### src/rtl/neuron_pkg.sv
package neuron_pkg;

  localparam int DATA_W    = 16;
  localparam int FRAC_W    = 8;
  localparam int ACC_W     = 2 * DATA_W;
  localparam int LUT_AW    = 8;
  localparam int LUT_DW    = 8;
  localparam int IDX_FRAC  = 4;
  localparam int IDX_SHIFT = 2 * FRAC_W - IDX_FRAC;
  localparam int LUT_MID   = 2 ** (LUT_AW - 1);
  localparam int CLAMP_MAG = LUT_MID << IDX_SHIFT;

  typedef logic signed [DATA_W-1:0] q_t;
  typedef logic signed [ACC_W-1:0]  acc_t;
  typedef logic [LUT_AW-1:0]        lidx_t;

  // Saturating signed addition at the accumulator width.
  function automatic acc_t sat_add(input acc_t a, input acc_t b);
    logic [ACC_W:0] s;
    s = {a[ACC_W-1], a} + {b[ACC_W-1], b};
    if (s[ACC_W] != s[ACC_W-1]) begin
      if (s[ACC_W]) return {1'b1, {(ACC_W-1){1'b0}}};
      else          return {1'b0, {(ACC_W-1){1'b1}}};
    end
    return acc_t'(s[ACC_W-1:0]);
  endfunction

  // Map a Q16.16 sum onto the activation table index.
  function automatic lidx_t sig_index(input acc_t s);
    acc_t t;
    if (s >= acc_t'(CLAMP_MAG))  return '1;
    if (s < -acc_t'(CLAMP_MAG))  return '0;
    t = s >>> IDX_SHIFT;
    return lidx_t'(t) + lidx_t'(LUT_MID);
  endfunction

endpackage

### src/rtl/ne_in_fifo.sv
module ne_in_fifo #(
  parameter int W     = 16,
  parameter int DEPTH = 4
) (
  input  logic                       clk,
  input  logic                       rst_n,
  input  logic                       push,
  input  logic [W-1:0]               din,
  input  logic                       pop,
  output logic [W-1:0]               dout,
  output logic                       empty,
  output logic                       full,
  output logic [$clog2(DEPTH+1)-1:0] level
);
  localparam int AW = (DEPTH > 1) ? $clog2(DEPTH) : 1;
  localparam int LW = $clog2(DEPTH + 1);

  logic [W-1:0]  mem [DEPTH];
  logic [AW-1:0] wr_q, wr_d, rd_q, rd_d;
  logic [LW-1:0] lvl_q, lvl_d;

  always_comb begin
    wr_d  = wr_q;
    rd_d  = rd_q;
    lvl_d = lvl_q;
    if (push) wr_d = (wr_q == AW'(DEPTH - 1)) ? '0 : wr_q + AW'(1);
    if (pop)  rd_d = (rd_q == AW'(DEPTH - 1)) ? '0 : rd_q + AW'(1);
    if (push && !pop)      lvl_d = lvl_q + LW'(1);
    else if (pop && !push) lvl_d = lvl_q - LW'(1);
  end

  always_ff @(posedge clk or negedge rst_n) begin
    if (!rst_n) begin
      wr_q  <= '0;
      rd_q  <= '0;
      lvl_q <= '0;
    end else begin
      wr_q  <= wr_d;
      rd_q  <= rd_d;
      lvl_q <= lvl_d;
    end
  end

  always_ff @(posedge clk) begin
    if (push) mem[wr_q] <= din;
  end

  assign dout  = mem[rd_q];
  assign empty = (lvl_q == '0);
  assign full  = (lvl_q == LW'(DEPTH));
  assign level = lvl_q;
endmodule

### src/rtl/ne_weight_ring.sv
module ne_weight_ring #(
  parameter int W     = 16,
  parameter int DEPTH = 16
) (
  input  logic                       clk,
  input  logic                       rst_n,
  input  logic                       restart,
  input  logic                       we,
  input  logic [W-1:0]               wdata,
  input  logic                       advance,
  output logic [W-1:0]               weight,
  output logic [$clog2(DEPTH)-1:0]   rd_ptr,
  output logic [$clog2(DEPTH+1)-1:0] count
);
  localparam int AW = $clog2(DEPTH);
  localparam int CW = $clog2(DEPTH + 1);

  logic [W-1:0]  mem [DEPTH];
  logic [AW-1:0] rd_q, rd_d;
  logic [CW-1:0] cnt_q, cnt_d;
  logic          room, wr_en, at_end;

  assign room   = (cnt_q < CW'(DEPTH));
  assign wr_en  = we && room && !restart;
  assign at_end = (CW'(rd_q) + CW'(1) == cnt_q);

  always_comb begin
    rd_d  = rd_q;
    cnt_d = cnt_q;
    if (restart) begin
      rd_d  = '0;
      cnt_d = '0;
    end else begin
      if (wr_en)   cnt_d = cnt_q + CW'(1);
      if (advance) rd_d  = at_end ? '0 : rd_q + AW'(1);
    end
  end

  always_ff @(posedge clk or negedge rst_n) begin
    if (!rst_n) begin
      rd_q  <= '0;
      cnt_q <= '0;
    end else begin
      rd_q  <= rd_d;
      cnt_q <= cnt_d;
    end
  end

  always_ff @(posedge clk) begin
    if (wr_en) mem[cnt_q[AW-1:0]] <= wdata;
  end

  assign weight = mem[rd_q];
  assign rd_ptr = rd_q;
  assign count  = cnt_q;
endmodule

### src/rtl/ne_sigmoid_lut.sv
module ne_sigmoid_lut #(
  parameter int AW = 8,
  parameter int DW = 8
) (
  input  logic [AW-1:0] idx,
  output logic [DW-1:0] y
);
  localparam int N     = 2 ** AW;
  localparam int MID   = N / 2;
  localparam int KNEE  = 16;
  localparam int SLOPE = 4;
  localparam int TOP   = 2 ** DW - 1;

  function automatic logic [DW-1:0] entry(input int k);
    int d, v;
    d = k - MID;
    if (d >= -KNEE && d <= KNEE) v = MID + SLOPE * d;
    else if (d > KNEE)           v = MID + SLOPE * KNEE + (d - KNEE);
    else                         v = MID - SLOPE * KNEE + (d + KNEE);
    if (v < 0)   v = 0;
    if (v > TOP) v = TOP;
    return DW'(v);
  endfunction

  logic [DW-1:0] rom [N];

  for (genvar k = 0; k < N; k++) begin : g_rom
    assign rom[k] = entry(k);
  end

  assign y = rom[idx];
endmodule

### src/rtl/neuron_engine.sv
module neuron_engine
  import neuron_pkg::*;
#(
  parameter int FIFO_DEPTH = 4,
  parameter int WBUF_DEPTH = 16,
  parameter int FANIN_W    = 8
) (
  input  logic               clk,
  input  logic               rst_n,
  input  logic               cfg_begin,
  input  logic [FANIN_W-1:0] cfg_fan_in,
  input  logic               wt_we,
  input  logic [DATA_W-1:0]  wt_data,
  input  logic               in_valid,
  input  logic [DATA_W-1:0]  in_data,
  output logic               in_ready,
  input  logic               out_ready,
  output logic               out_valid,
  output logic [DATA_W-1:0]  out_data
);
  localparam int LVL_W = $clog2(FIFO_DEPTH + 1);
  localparam int RP_W  = $clog2(WBUF_DEPTH);
  localparam int WC_W  = $clog2(WBUF_DEPTH + 1);

  // reset: asynchronous assert, synchronous release
  logic rst_s1, rst_n_i;
  always_ff @(posedge clk or negedge rst_n) begin
    if (!rst_n) begin
      rst_s1  <= 1'b0;
      rst_n_i <= 1'b0;
    end else begin
      rst_s1  <= 1'b1;
      rst_n_i <= rst_s1;
    end
  end

  logic [DATA_W-1:0] x_raw, w_raw;
  logic              f_empty, f_full, push, pop;
  logic [LVL_W-1:0]  fifo_level;
  logic [RP_W-1:0]   rd_ptr;
  logic [WC_W-1:0]   wcount;

  assign push     = in_valid && in_ready;
  assign in_ready = !f_full;

  ne_in_fifo #(.W(DATA_W), .DEPTH(FIFO_DEPTH)) u_fifo (
    .clk(clk), .rst_n(rst_n_i), .push(push), .din(in_data), .pop(pop),
    .dout(x_raw), .empty(f_empty), .full(f_full), .level(fifo_level)
  );

  ne_weight_ring #(.W(DATA_W), .DEPTH(WBUF_DEPTH)) u_ring (
    .clk(clk), .rst_n(rst_n_i), .restart(cfg_begin), .we(wt_we),
    .wdata(wt_data), .advance(pop), .weight(w_raw), .rd_ptr(rd_ptr),
    .count(wcount)
  );

  // multiply-accumulate datapath
  acc_t              acc_q, acc_d, prod, sum;
  lidx_t             lut_idx;
  logic [LUT_DW-1:0] lut_y;
  logic [FANIN_W-1:0] fan_q, fan_d, cnt_q, cnt_d;
  logic              ov_q, ov_d, last, can_run;
  logic [DATA_W-1:0] od_q, od_d;

  assign prod    = acc_t'(q_t'(x_raw)) * acc_t'(q_t'(w_raw));
  assign sum     = sat_add(acc_q, prod);
  assign lut_idx = sig_index(sum);
  assign last    = (cnt_q + FANIN_W'(1) == fan_q);
  assign can_run = !f_empty && (wcount != '0) && (fan_q != '0)
                   && (!ov_q || out_ready);
  assign pop     = can_run && !cfg_begin;

  ne_sigmoid_lut #(.AW(LUT_AW), .DW(LUT_DW)) u_lut (
    .idx(lut_idx), .y(lut_y)
  );

  always_comb begin
    acc_d = acc_q;
    cnt_d = cnt_q;
    fan_d = fan_q;
    ov_d  = ov_q;
    od_d  = od_q;
    if (ov_q && out_ready) ov_d = 1'b0;
    if (cfg_begin) begin
      acc_d = '0;
      cnt_d = '0;
      fan_d = cfg_fan_in;
    end else if (pop) begin
      if (last) begin
        acc_d = '0;
        cnt_d = '0;
        ov_d  = 1'b1;
        od_d  = {{(DATA_W-LUT_DW){1'b0}}, lut_y};
      end else begin
        acc_d = sum;
        cnt_d = cnt_q + FANIN_W'(1);
      end
    end
  end

  always_ff @(posedge clk or negedge rst_n_i) begin
    if (!rst_n_i) begin
      acc_q <= '0;
      cnt_q <= '0;
      fan_q <= '0;
      ov_q  <= 1'b0;
      od_q  <= '0;
    end else begin
      acc_q <= acc_d;
      cnt_q <= cnt_d;
      fan_q <= fan_d;
      ov_q  <= ov_d;
      od_q  <= od_d;
    end
  end

  assign out_valid = ov_q;
  assign out_data  = od_q;
endmodule

### config.mk
export PLATFORM = sky130hd
export DESIGN_NAME = neuron_engine
export DESIGN_NICKNAME = d
export VERILOG_FILES = /design/src/rtl/neuron_pkg.sv /design/src/rtl/ne_in_fifo.sv /design/src/rtl/ne_weight_ring.sv /design/src/rtl/ne_sigmoid_lut.sv /design/src/rtl/neuron_engine.sv
export SDC_FILE = /design/constraint.sdc
export NUM_CORES = 1
export LEC_CHECK = 0
export ABC_AREA = 1
export BUFFER_PORTS_ARGS = -buffer_cell sky130_fd_sc_hd__buf_2
export CORE_ASPECT_RATIO = 0.9
export CORE_MARGIN = 2
export CORE_UTILIZATION = 40
export DETAILED_ROUTE_END_ITERATION = 12
export SLEW_MARGIN = 20
export SYNTH_ARGS = -nofsm -noshare
export SYNTH_HDL_FRONTEND = slang
export SYNTH_SLANG_ARGS = --single-unit
export TNS_END_PERCENT = 5
### constraint.sdc
create_clock -name clk -period 2.2 [get_ports clk]
set_input_delay 0.22 -clock clk [delete_from_list [all_inputs] [get_ports clk]]
set_output_delay 0.22 -clock clk [all_outputs]
set_load 0.1 [all_outputs]
==> run_results.csv <==
group,metric,value,unit
run_status,run_status,"finished, violations left",
run_status,failing_checks,"negative setup slack",
yosys,yosys.area.top_type,"sky130_fd_sc_hd__edfxtp_1",
timing,final.setup.worst_slack,-5.72,ns
critical_path,regToRegStartpoint,"u_ring.rd_ptr[0]",
route,initialDrtViolationCount,1656,
final_layout,layout.nets,3778,
route,wire_per_inst,18.6,µm
yosys,synth_top_family_by_area,"adder cells",
timing,rsz_0062_raised_after_global_routing,"yes",
place,numPortBuffers,55,
timing,timing.final.crit_share,360,%
timing,worst_slew_margin_rel,62.6,%
final_layout,syn2layout_area_growth,29.4,%
critical_path,crit_fanout,25,
timing,tightestPinTransition,0.561,ns
yosys,synth.most_common_cell,"sky130_fd_sc_hd__nand2_1",
place,place_congestion,1.01,
yosys,post_synth_and_or_nand_nor_area_fraction,15.0,%
global_route,grt_util_all_layers,23.1,%
cts,cts_buffer_depth,3,
floorplan,initial_core_utilization,40.5,%
route,route.final.wire_length,79500,µm
critical_path,regToRegSetupSlack,-5.72,ns
yosys,synth_warn,0,
critical_path,critPathKind,"reg -> reg",
floorplan,die-height,254,µm
floorplan,floorplan.die_area,71600,µm²
global_route,number_of_global_route_vias_before_repair,22800,
yosys,synth-xor-area-share,1.04,%
min_path,hold_start,"wt_data[4]",
place,detailedPlacementHpwl,59100,µm
yosys,netlist-cell-type-count,47,
global_route,grt_first_pass_wirelength,127000,µm
min_path,hp-class,"in -> reg",
global_route,largest_net_degree_at_the_start_of_global_routing,39,
yosys,synthDominantCellAreaShare,34.6,%
yosys,compound_gate_fraction_of_synth_area,7.54,%
floorplan,floorplan.core_area,68700,µm²
cts,tritoncts,"yes",
route,drtPass1Iterations,6,
yosys,synth_fa_ha_area_share,26.7,%
job,max_cap_violations,0,
timing,finalMaxSlewViolations,0,
cts,clock_sink_count,395,
route,avgViaCountPerCell,5.03,
cts,clkSlewWorstSetupHoldPaths,0.06,ns
floorplan,io_pins,64,
critical_path,arrival_worst_endpoint,8.41,ns
floorplan,num_rows,91,
route,postRouteAntennaNets,0,
cts,clk_latency,0.60,ns
timing,timing.final.crit_period,7.92,ns
timing,total_of_endpoints_with_negative_setup_slack_in_the_final_report,53,
floorplan,die_x,282,µm
critical_path,crit_required,2.69,ns
timing,fmax,126,MHz
route,routed-via-count,21600,
yosys,synthTopCellsByArea,"sky130_fd_sc_hd__edfxtp_1 (35%), sky130_fd_sc_hd__fa_1 (22%), sky130_fd_sc_hd__nand2_1 (7.3%)",
yosys,sequential_to_total_area_share_from_yosys_stat,41.3,%
yosys,post_synth_instance_area,27800,µm²
yosys,synth_cells,2825,
critical_path,regToRegEndpoint,"out_data[5]",
timing,finalHoldViolCount,0,
final_layout,layout-drive-gt1-share,24.7,%
critical_path,critical-path-top-cell-by-count,"sky130_fd_sc_hd__nand2_1",
global_route,total_gr_overflow,0,
yosys,post_synth.cell_area_avg,9.83,µm²
critical_path,timing.critical_path.from_type,"flip-flop",
yosys,leading_post_synthesis_cells_by_instance_count,"sky130_fd_sc_hd__nand2_1 (540), sky130_fd_sc_hd__inv_1 (488), sky130_fd_sc_hd__nor2_1 (337)",
min_path,worstHoldPathCells,1,
cts,cts_inserted_buffers,44,
critical_path,endpoint_kind,"flip-flop",
yosys,count_of_flip_flops_with_a_built_in_enable_after_synthesis,320,
final_layout,stdcell_area,35900,µm²
cts,cts.htree.levels,2,
cts,ctsRootBufferMaster,"sky130_fd_sc_hd__clkbuf_16",
route,drc,0,
yosys,synthMuxAreaShare,0,%
critical_path,critical-path-max-stage-delay,0.62,ns
place,postPlaceCellArea,32700,µm²
yosys,postSynthRegisterBits,395,
timing,final.setup.tns,-204.58,ns
yosys,synth_async_sr_flop_share,19.0,%
yosys,most_common_flop_cell_mapped_by_yosys,"sky130_fd_sc_hd__edfxtp_1",
critical_path,ff2ff_path_depth,41,
timing,timing.clock.skew,0.0562,ns
global_route,antenna_found_initial,3,
critical_path,slowest_stage,"sky130_fd_sc_hd__fa_2",
min_path,min_delay_worst_endpoint,"u_ring.mem[10][4]",
==> repair_timing <==
action                                  in CTS  in global routing
resized for setup                          154                109
endpoints found under the hold margin      269                  0
pin swaps                                   52                 31
hold buffers                                43                  0
gates cloned                                 9                  2
endpoints found under the setup margin      55                 55
setup buffers                               30                  9
==> flip-flops by register name (all words and copies together) (netlist names) <==
| name | count |
|---|---|
| u_fifo.rd_q | 2 |
| u_ring.count | 5 |
| rst_s1 | 1 |
| u_fifo.mem | 64 |
| u_fifo.wr_q | 2 |
| out_data | 8 |
| acc_q | 32 |
| u_fifo.level | 3 |
| cnt_q | 8 |
| u_ring.mem | 256 |
| fan_q | 8 |
| rst_n_i | 1 |
| u_ring.rd_ptr | 4 |
| out_valid | 1 |
==> routing by layer <==
metal	GRT usage, %	wire length, µm
met5	0	10
met4	5.24	1510
met3	3.48	5260
met1	31.9	34700
met2	38.6	38000
==> critical path, delay by kind of cell, from the launching register on <==
kind                       cells  cell delay (ns)
and+or+nand+nor               18             1.71
DFF                            1             0.49
adders and majority gates      7             3.40
buffers and inverters         10             1.14
AOI/OAI and AO/OA              6             1.00
==> cell type report <==
type,count,area [µm²]
fill,6166,32700
sequential,395,11500
timing repair buffer,540,4870
antenna,3,7.51
clock buffer,50,1120
timing repair inverter,4,43.8
tap,930,1160
multi-input combinational,1833,15000
inverter,501,1930
clock inverter,29,285
==> placed cells by master (no fill, tap or decap), drive strengths merged, types with 3 or more instances in the layout <==
cell           n
nand2        556
inv          493
buf          493
nor2         340
edfxtp       320
fa           300
o21ai        158
ha           113
a21oi        105
dfrtp         75
nand3         64
clkbuf        51
dlygate4sd3   43
clkinv        34
o22ai         33
nand4         27
xor2          25
a221oi        21
a32oi         16
o221ai        12
or2           11
conb           9
nor3           8
xnor2          8
nand3b         7
o211ai         4
o21bai         4
clkinvlp       4
diode          3
a21o           3
bufinv         3
bufbuf         3
==> logic make-up after synthesis <==
kind of cell / after synthesis
and+or+nand+nor: 1013
buffers and inverters: 606
adders and majority gates: 413
DFF: 395
AOI/OAI and AO/OA: 363
xor gates and xnor gates: 33
other: 2
==> worst max path at each step <==
stage,start,end,slack [ns],cells past startpoint
floorplan,u_ring.rd_ptr[0],out_data[1],-5.00,45
global placement,u_ring.rd_ptr[0],out_data[3],-6.05,36
detailed placement,u_ring.rd_ptr[0],out_data[3],-6.03,41
CTS,u_ring.rd_ptr[0],out_data[1],-5.65,41
global route,u_ring.rd_ptr[0],out_data[0],-6.06,43
finish,u_ring.rd_ptr[0],out_data[5],-5.72,41
==> stage by stage <==
stage | hold WS (ns) | setup WS (ns) | cells | util [%]
after floorplan | -0.0756 | -5.00 | 2832 | -
after global placement | 0.00574 | -6.05 | 4110 | 47.6
after detailed placement | 0.0126 | -6.03 | 4110 | 47.6
after CTS | 0.000822 | -5.65 | 4271 | 51.7
after global routing | 0.0184 | -6.06 | 4282 | 52.3
final | 0.0297 | -5.72 | 4285 | 52.4
Power is not shown: default switching activity piles up to over one toggle a cycle in this logic, so the estimate is an artifact.
